$ cat src/rtl/rns_mixed_radix_decoder.sv
module rns_mixed_radix_decoder (
  input  logic               clk,
  input  logic               rst_n,
  input  logic               in_valid,
  input  logic [2:0]         res_m8,
  input  logic [2:0]         res_m5,
  input  logic [2:0]         res_m7,
  input  logic [1:0]         res_m3,
  output logic               out_valid,
  output logic [9:0]         out_value,
  output logic signed [10:0] out_signed
);

  localparam int unsigned RANGE = 840;
  localparam int unsigned HALF  = RANGE / 2;

  // digit tables: difference -> coefficient, using the inverse of the running weight
  function automatic logic [2:0] digit_m5(input logic [2:0] d);
    case (d)
      3'd0: digit_m5 = 3'd0;
      3'd1: digit_m5 = 3'd2;
      3'd2: digit_m5 = 3'd4;
      3'd3: digit_m5 = 3'd1;
      3'd4: digit_m5 = 3'd3;
      default: digit_m5 = 3'd0;
    endcase
  endfunction

  function automatic logic [2:0] digit_m7(input logic [2:0] d);
    case (d)
      3'd0: digit_m7 = 3'd0;
      3'd1: digit_m7 = 3'd3;
      3'd2: digit_m7 = 3'd6;
      3'd3: digit_m7 = 3'd2;
      3'd4: digit_m7 = 3'd5;
      3'd5: digit_m7 = 3'd1;
      3'd6: digit_m7 = 3'd4;
      default: digit_m7 = 3'd0;
    endcase
  endfunction

  function automatic logic [1:0] digit_m3(input logic [1:0] d);
    case (d)
      2'd0: digit_m3 = 2'd0;
      2'd1: digit_m3 = 2'd1;
      2'd2: digit_m3 = 2'd2;
      default: digit_m3 = 2'd0;
    endcase
  endfunction

  // input register
  logic       v0;
  logic [2:0] x1, r5_0, r7_0;
  logic [1:0] r3_0;

  always_ff @(posedge clk) begin
    if (!rst_n) begin
      v0 <= 1'b0; x1 <= '0; r5_0 <= '0; r7_0 <= '0; r3_0 <= '0;
    end else begin
      v0 <= in_valid; x1 <= res_m8; r5_0 <= res_m5; r7_0 <= res_m7; r3_0 <= res_m3;
    end
  end

  // stage for modulus 5, weight 8
  logic [2:0] xm5, d5, a2;
  logic [5:0] x2_n;
  assign xm5  = x1 % 3'd5;
  assign d5   = (r5_0 >= xm5) ? r5_0 - xm5 : r5_0 + 3'd5 - xm5;
  assign a2   = digit_m5(d5);
  assign x2_n = {3'b000, x1} + {a2, 3'b000};

  logic       v1;
  logic [5:0] x2;
  logic [2:0] r7_1;
  logic [1:0] r3_1;

  always_ff @(posedge clk) begin
    if (!rst_n) begin
      v1 <= 1'b0; x2 <= '0; r7_1 <= '0; r3_1 <= '0;
    end else begin
      v1 <= v0; x2 <= x2_n; r7_1 <= r7_0; r3_1 <= r3_0;
    end
  end

  // stage for modulus 7, weight 40
  logic [2:0] xm7, d7, a3;
  logic [8:0] x3_n;
  assign xm7  = 3'(x2 % 6'd7);
  assign d7   = (r7_1 >= xm7) ? r7_1 - xm7 : r7_1 + 3'd7 - xm7;
  assign a3   = digit_m7(d7);
  assign x3_n = 9'(x2) + 9'(a3) * 9'd40;

  logic       v2;
  logic [8:0] x3;
  logic [1:0] r3_2;

  always_ff @(posedge clk) begin
    if (!rst_n) begin
      v2 <= 1'b0; x3 <= '0; r3_2 <= '0;
    end else begin
      v2 <= v1; x3 <= x3_n; r3_2 <= r3_1;
    end
  end

  // stage for modulus 3, weight 280
  logic [1:0] xm3, d3, a4;
  logic [9:0] x4_n;
  assign xm3  = 2'(x3 % 9'd3);
  assign d3   = (r3_2 >= xm3) ? r3_2 - xm3 : r3_2 + 2'd3 - xm3;
  assign a4   = digit_m3(d3);
  assign x4_n = 10'(x3) + 10'(a4) * 10'd280;

  always_ff @(posedge clk) begin
    if (!rst_n) begin
      out_valid <= 1'b0; out_value <= '0;
    end else begin
      out_valid <= v2; out_value <= x4_n;
    end
  end

  assign out_signed = (out_value < 10'(HALF)) ? $signed({1'b0, out_value})
                                              : $signed({1'b0, out_value}) - 11'(RANGE);

  assert_latency_R2: assert property (@(posedge clk) disable iff (!rst_n)
    out_valid |-> $past(in_valid, 4));

  assert_mod8_R1: assert property (@(posedge clk) disable iff (!rst_n)
    out_valid |-> (out_value[2:0] == $past(res_m8, 4)));

  assert_mod3_R1: assert property (@(posedge clk) disable iff (!rst_n)
    out_valid |-> (2'(out_value % 10'd3) == $past(res_m3, 4)));

  assert_range_R3: assert property (@(posedge clk) disable iff (!rst_n)
    out_valid |-> (out_value < 10'(RANGE)));

  assert_sign_R4: assert property (@(posedge clk) disable iff (!rst_n)
    out_valid |-> (out_signed[10] == (out_value >= 10'(HALF))));

endmodule

$ cat config.mk
export PLATFORM = sky130hd
export DESIGN_NAME = rns_mixed_radix_decoder
export DESIGN_NICKNAME = d
export VERILOG_FILES = /design/src/rtl/rns_mixed_radix_decoder.sv
export SDC_FILE = /design/constraint.sdc
export NUM_CORES = 1
export LEC_CHECK = 0
export ABC_AREA = 1
export CELL_PAD_IN_SITES_DETAIL_PLACEMENT = 1
export CELL_PAD_IN_SITES_GLOBAL_PLACEMENT = 2
export CORE_MARGIN = 4
export CORE_UTILIZATION = 33
export DETAILED_ROUTE_END_ITERATION = 6
export GPL_TIMING_DRIVEN = 0
export PLACE_DENSITY_LB_ADDON = 0.1
export SETUP_SLACK_MARGIN = 0.05
export SYNTH_ARGS = -nofsm -noshare
export SYNTH_HDL_FRONTEND = slang
export SYNTH_SLANG_ARGS = --single-unit
export TNS_END_PERCENT = 50
$ cat constraint.sdc
create_clock -name clk -period 8 [get_ports clk]
set_input_delay 0.8 -clock clk [delete_from_list [all_inputs] [get_ports clk]]
set_output_delay 0.8 -clock clk [all_outputs]
set_load 0.02 [all_outputs]
==> results of run 1 <==
-- metal layers --
| metal | up-vias | wire length (microns) | track usage |
|---|---|---|---|
| met5 | - | 0 | 0 |
| met4 | 0 | 130 | 0.04751 |
| met3 | 7 | 107 | 0.01744 |
| met2 | 15 | 4272 | 0.2588 |
| met1 | 1547 | 3904 | 0.1687 |
| li1 | 1748 | - | - |
-- critical path: cells and delay by family, from the launching register on --
| kind | cells | cell delay [ps] |
|---|---|---|
| adders and majority gates | 6 | 1600 |
| AOI/OAI and AO/OA | 6 | 990 |
| buffers and inverters | 6 | 500 |
| and+or+nand+nor | 26 | 2970 |
| DFF | 1 | 490 |
-- per-stage QoR --
| step | setup slack [ps] | cell area, sq um |
|---|---|---|
| floorplan | 2330 | 3747 |
| global placement | 1411 | 4263 |
| detailed placement | 1265 | 4263 |
| CTS | 1227 | 4400 |
| global route | 534.9 | 4400 |
| finish | 1377 | 4400 |
-- cells by family after synthesis --
kind of cell / share of synthesized area
AND/OR/NAND/NOR: 0.2945
buffers and inverters: 0.1396
AO/OA/AOI/OAI: 0.1048
flip-flops: 0.2511
adder cells (fa/ha/maj): 0.1623
XOR/XNOR: 0.03973
multiplexers: 0.008014
-- synth_stat cells (3+ instances only) --
cell and n:
a21oi_1 24, a21oi_2 3, a31oi_1 5, buf_4 3
clkbuf_1 6, dfxtp_1 47, fa_1 6, ha_1 39
inv_1 112, inv_2 10, mux2i_1 3, nand2_1 121
nand2_2 17, nand2_4 5, nand3_1 22, nand3_2 4
nand4_1 9, nor2_1 29, nor2_2 4, nor2_4 4
o21ai_0 23, o21ai_1 6, xnor2_1 4, xor2_1 13
-- cell type report --
type / count / area share
multi-input combinational: 360 / 0.5189
clock buffer: 7 / 0.03014
buffer: 10 / 0.01279
sequential: 47 / 0.2138
timing repair buffer: 34 / 0.07734
inverter: 123 / 0.1061
clock inverter: 1 / 0.001137
tap: 140 / 0.03981
-- how the worst min path moves through the flow --
stage | slack [ps] | to | start
floorplan | 390 | out_valid | v2
global placement | 390 | out_valid | v2
detailed placement | 400 | v1 | v0
CTS | 420 | v1 | v0
global route | 450 | v1 | v0
finish | 410 | v1 | v0
-- state kept, by name, summed over array words and instances, names as in the netlist --
signal     flops
r5_0           3
out_value     10
out_valid      1
v2             1
r3_1           2
x2             6
r3_0           2
v0             1
r3_2           2
x1             3
v1             1
x3             9
r7_0           3
r7_1           3
==> flow_summary.toml, run 1 <==
[timing]
tns_ps = 0
final_hold_viol_count = 0
final.setup_skew_ps = 2.599
tightest_slew_ps = 532.3
relSlewSlack = 0.6451
max_freq_ghz = 0.1510
fin_crit_ps = 6623
finalSetupViolations = 0
rsz0062_at_grt = "false"
fin_crit_sh = 0.8279
final_max_slew_viol_count = 0
holdWs_ps = 413.4

[flow_run]
cap_violations = 0

[min_path]
holdPathStages = 2
hold_class = "reg2reg"

[setup_path]
r2r-start = "x3[4]"
path_class = "reg2reg"
path_max_fanout = 6
critical_path.endpoint_type = "register"
reg2regPathDepth = 44
reg2reg_slack_ps = 1380
worstPathArrival_ps = 6840
cp.required_ps = 8220
rr_endpoint = "out_value[9]"
cp_slowest_cell = "dfxtp_1"
startpoint = "x3[4]"
critPathMaxStageDelay_ps = 490
critPathLaunchType = "register"
crit_end = "out_value[9]"

[synth]
yosysUniqueCellTypes = 41
synthFlopType = "dfxtp_1"
yosys-top-cells-area = "dfxtp_1, ha_1, nand2_1"
synth_top_area_share = 0.2511
avgSynthCellArea_sq_um = 6.940
syn_nets = 599
yosysWarnings = 0
synthesis.area_sq_um = 3747
synth-edff-count = 0
syn_inst = 540
seq_area_frac_synth = 0.2511
yosysTopAreaCell = "dfxtp_1"
ys_seq_elements = 47
synthArstFlopShare = 0

[global_routing]
grt-ovfl-total = 0
grtUsageTotal = 0.1412
grt_pass1_vias = 3421
antenna_found_initial = 0
grt_max_degree = 14
grt_pass1_wl_microns = 15360

[clock_network]
clk_path_buf_depth = 2
cts_resized = 0
clk_pin_slew_ps = 60
post_cts_buffers = 0
cts_sinks = 47
clock_latency_ps = 280
holdBufCountCts = 0
cts_buffers = 5
cts_tree = "done"
cts_root_buf = "clkbuf_16"
htreeDepth = 2

[place]
dp_cells = 714
port_buffers = 34
gp_routability_congestion = 0.7667
dp_hpwl_microns = 7247

[status]
status = "finished, final reports clean"

[cells_and_area]
layout_common_cells = "nand2_1, inv_1, dfxtp_1"
post-route-util = 0.4007
final_common_cell = "nand2_1"
antennaDiodeCount = 0
fin_nets = 640
instances_no_fill = 722
syn2layout_area_growth_pct = 17.43
multi_input_area_sq_um = 2283
drive_gt1_frac = 0.1117
regArea_sq_um = 940.9
fill_cells = 1427

[routing]
post_drt_wl_per_cell_microns = 11.66
firstDrtPassIters = 4
dr_total_vias = 3317
drc = 0
ant_nets = 0
drtIter0Drc = 101
viasPerCell = 4.594
finalWirelength_microns = 8415

[die]
ios = 36
core-area_sq_um = 10980
die_height_microns = 114.6
start_util = 0.3412
num_rows = 38
die-area_sq_um = 13120
die_w_microns = 114.6
Power of run 1 is left out: the tool's default activity adds up to more than one toggle a clock period on the data nets, which glitch-free logic cannot reach.
==> run 2: changes to the inputs <==
- clock period: 8 -> 6.8 ns (I/O delays scaled with it)
==> run 2 against run 1 <==
Count of clock-buffer cells in the layout stayed put. Core utilization is 1.5 points higher. Die area stayed put. Flip-flop and latch count stayed put. Maximum frequency is 6.5% higher. Global-route usage hardly changed. Critical path depth is 1 higher. Register-to-register slack worse by 790 ps. Critical endpoint unchanged. Largest cell class unchanged.
==> flow_summary.toml, run 2 (synthesized netlist as in run 1, its figures left out) <==
[status]
status = "finished, final reports clean"

[die]
num_rows = 38
die_w_microns = 114.6
start_util = 0.3412
ios = 36
die-area_sq_um = 13120
die_height_microns = 114.6
core-area_sq_um = 10980

[clock_network]
cts_buffers = 5
cts_tree = "done"
cts_sinks = 47
htreeDepth = 2
holdBufCountCts = 0
clk_pin_slew_ps = 60
clk_path_buf_depth = 2
cts_root_buf = "clkbuf_16"
clock_latency_ps = 290

[cells_and_area]
largest_reg_flops = 10
drive_gt1_frac = 0.1721
syn2layout_area_growth_pct = 21.70
top_register = "out_value"
post-route-util = 0.4152
reg_top3 = "out_value x10, x3 x9, x2 x6"
antennaDiodeCount = 0
instances_no_fill = 727
layout_common_cells = "nand2_1, inv_1, dfxtp_1"
final_common_cell = "nand2_1"
fin_nets = 645

[routing]
ant_nets = 0
drc = 0
viasPerCell = 4.656
post_drt_wl_per_cell_microns = 12.00
finalWirelength_microns = 8724
drtIter0Drc = 96
firstDrtPassIters = 4
dr_total_vias = 3385

[timing]
fin_crit_ps = 6217
final_max_slew_viol_count = 0
rsz0062_at_grt = "true"
tightest_slew_ps = 544.2
finalSetupViolations = 0
final.setup_skew_ps = 4.523
final_hold_viol_count = 0
relSlewSlack = 0.6372
fin_crit_sh = 0.9143
max_freq_ghz = 0.1608

[setup_path]
reg2reg_slack_ps = 580
path_class = "reg2reg"
critical_path.most_common_cell = "nand2_2"
critPathMaxStageDelay_ps = 360
worstPathArrival_ps = 6430
cp_slowest_cell = "fa_2"
critPathLaunchType = "register"
critical_path.endpoint_type = "register"
path_max_fanout = 6
cp.required_ps = 7020

[min_path]
hold_class = "reg2reg"

[global_routing]
grt_pass1_vias = 3421
grt_pass1_wl_microns = 15360
grtUsageTotal = 0.1412
grt-ovfl-total = 0
antenna_found_initial = 0
grt_max_degree = 14

[place]
gp_routability_congestion = 0.7667
port_buffers = 34
dp_hpwl_microns = 7247
dp_cells = 714

[flow_run]
cap_violations = 0
## run 2: cell types whose count changed in the layout (fill, tap and decap cells not counted), moves of 4 or more
cell     delta
o21ai_2     +4
dfxtp_2     +6
dfxtp_1     -7
nand2_1     -5
buf_4       +5
## run 2: critical path, delay by kind of cell (launching register included)
family	cells	cell delay [ps]
buffers and inverters	6	500
and+or+nand+nor	24	2550
AOI/OAI and AO/OA	8	1130
DFF	1	330
adders and majority gates	6	1480
muxes	1	110
## run 2: repair_timing
action	4_1_cts	5_1_grt
setup endpoints to repair	1	5
pin swaps	0	10
buffers inserted	0	5
gates resized for setup	2	40
## run 2: metrics by stage
step           hold slack (ps)  worst slack (ps)  setup TNS [ps]  instance area, sq um
2_1_floorplan            390.5              1130               0                  3747
3_3_place_gp             394.5             210.9               0                  4263
3_5_place_dp             402.8             64.86               0                  4263
4_1_cts                  418.0             109.5               0                  4407
5_1_grt                  446.7            -28.64          -28.64                  4561
6_report                 413.1             582.8               0                  4561
## run 2: layer usage
| metal | global-route usage | vias to the layer above | share of wire |
|---|---|---|---|
| met5 | 0 | - | 0 |
| met4 | 0.04751 | 0 | 0.015 |
| met3 | 0.01744 | 7 | 0.013 |
| met2 | 0.2588 | 17 | 0.52 |
| met1 | 0.1687 | 1600 | 0.45 |
| li1 | - | 1761 | - |
## run 2: layout make-up
cell class                 count  area (sq um)
timing repair buffer          39         377.9
inverter                     123         466.7
clock buffer                   7         132.6
tap                          140         175.2
sequential                    47         952.2
multi-input combinational    360          2395
clock inverter                 1         5.005
fill                        1409          6422
buffer                        10         56.30
## run 2: path summary, 6_finish.rpt
check / to / startpoint / cells after the start
setup / recovery: out_value[9] / x3[6] / 45
hold / removal: v1 / v0 / 2
setup reg to reg: out_value[9] / x3[6] / 45
hold reg to reg: v1 / v0 / 2
Power of run 2 is left out for the same reason.
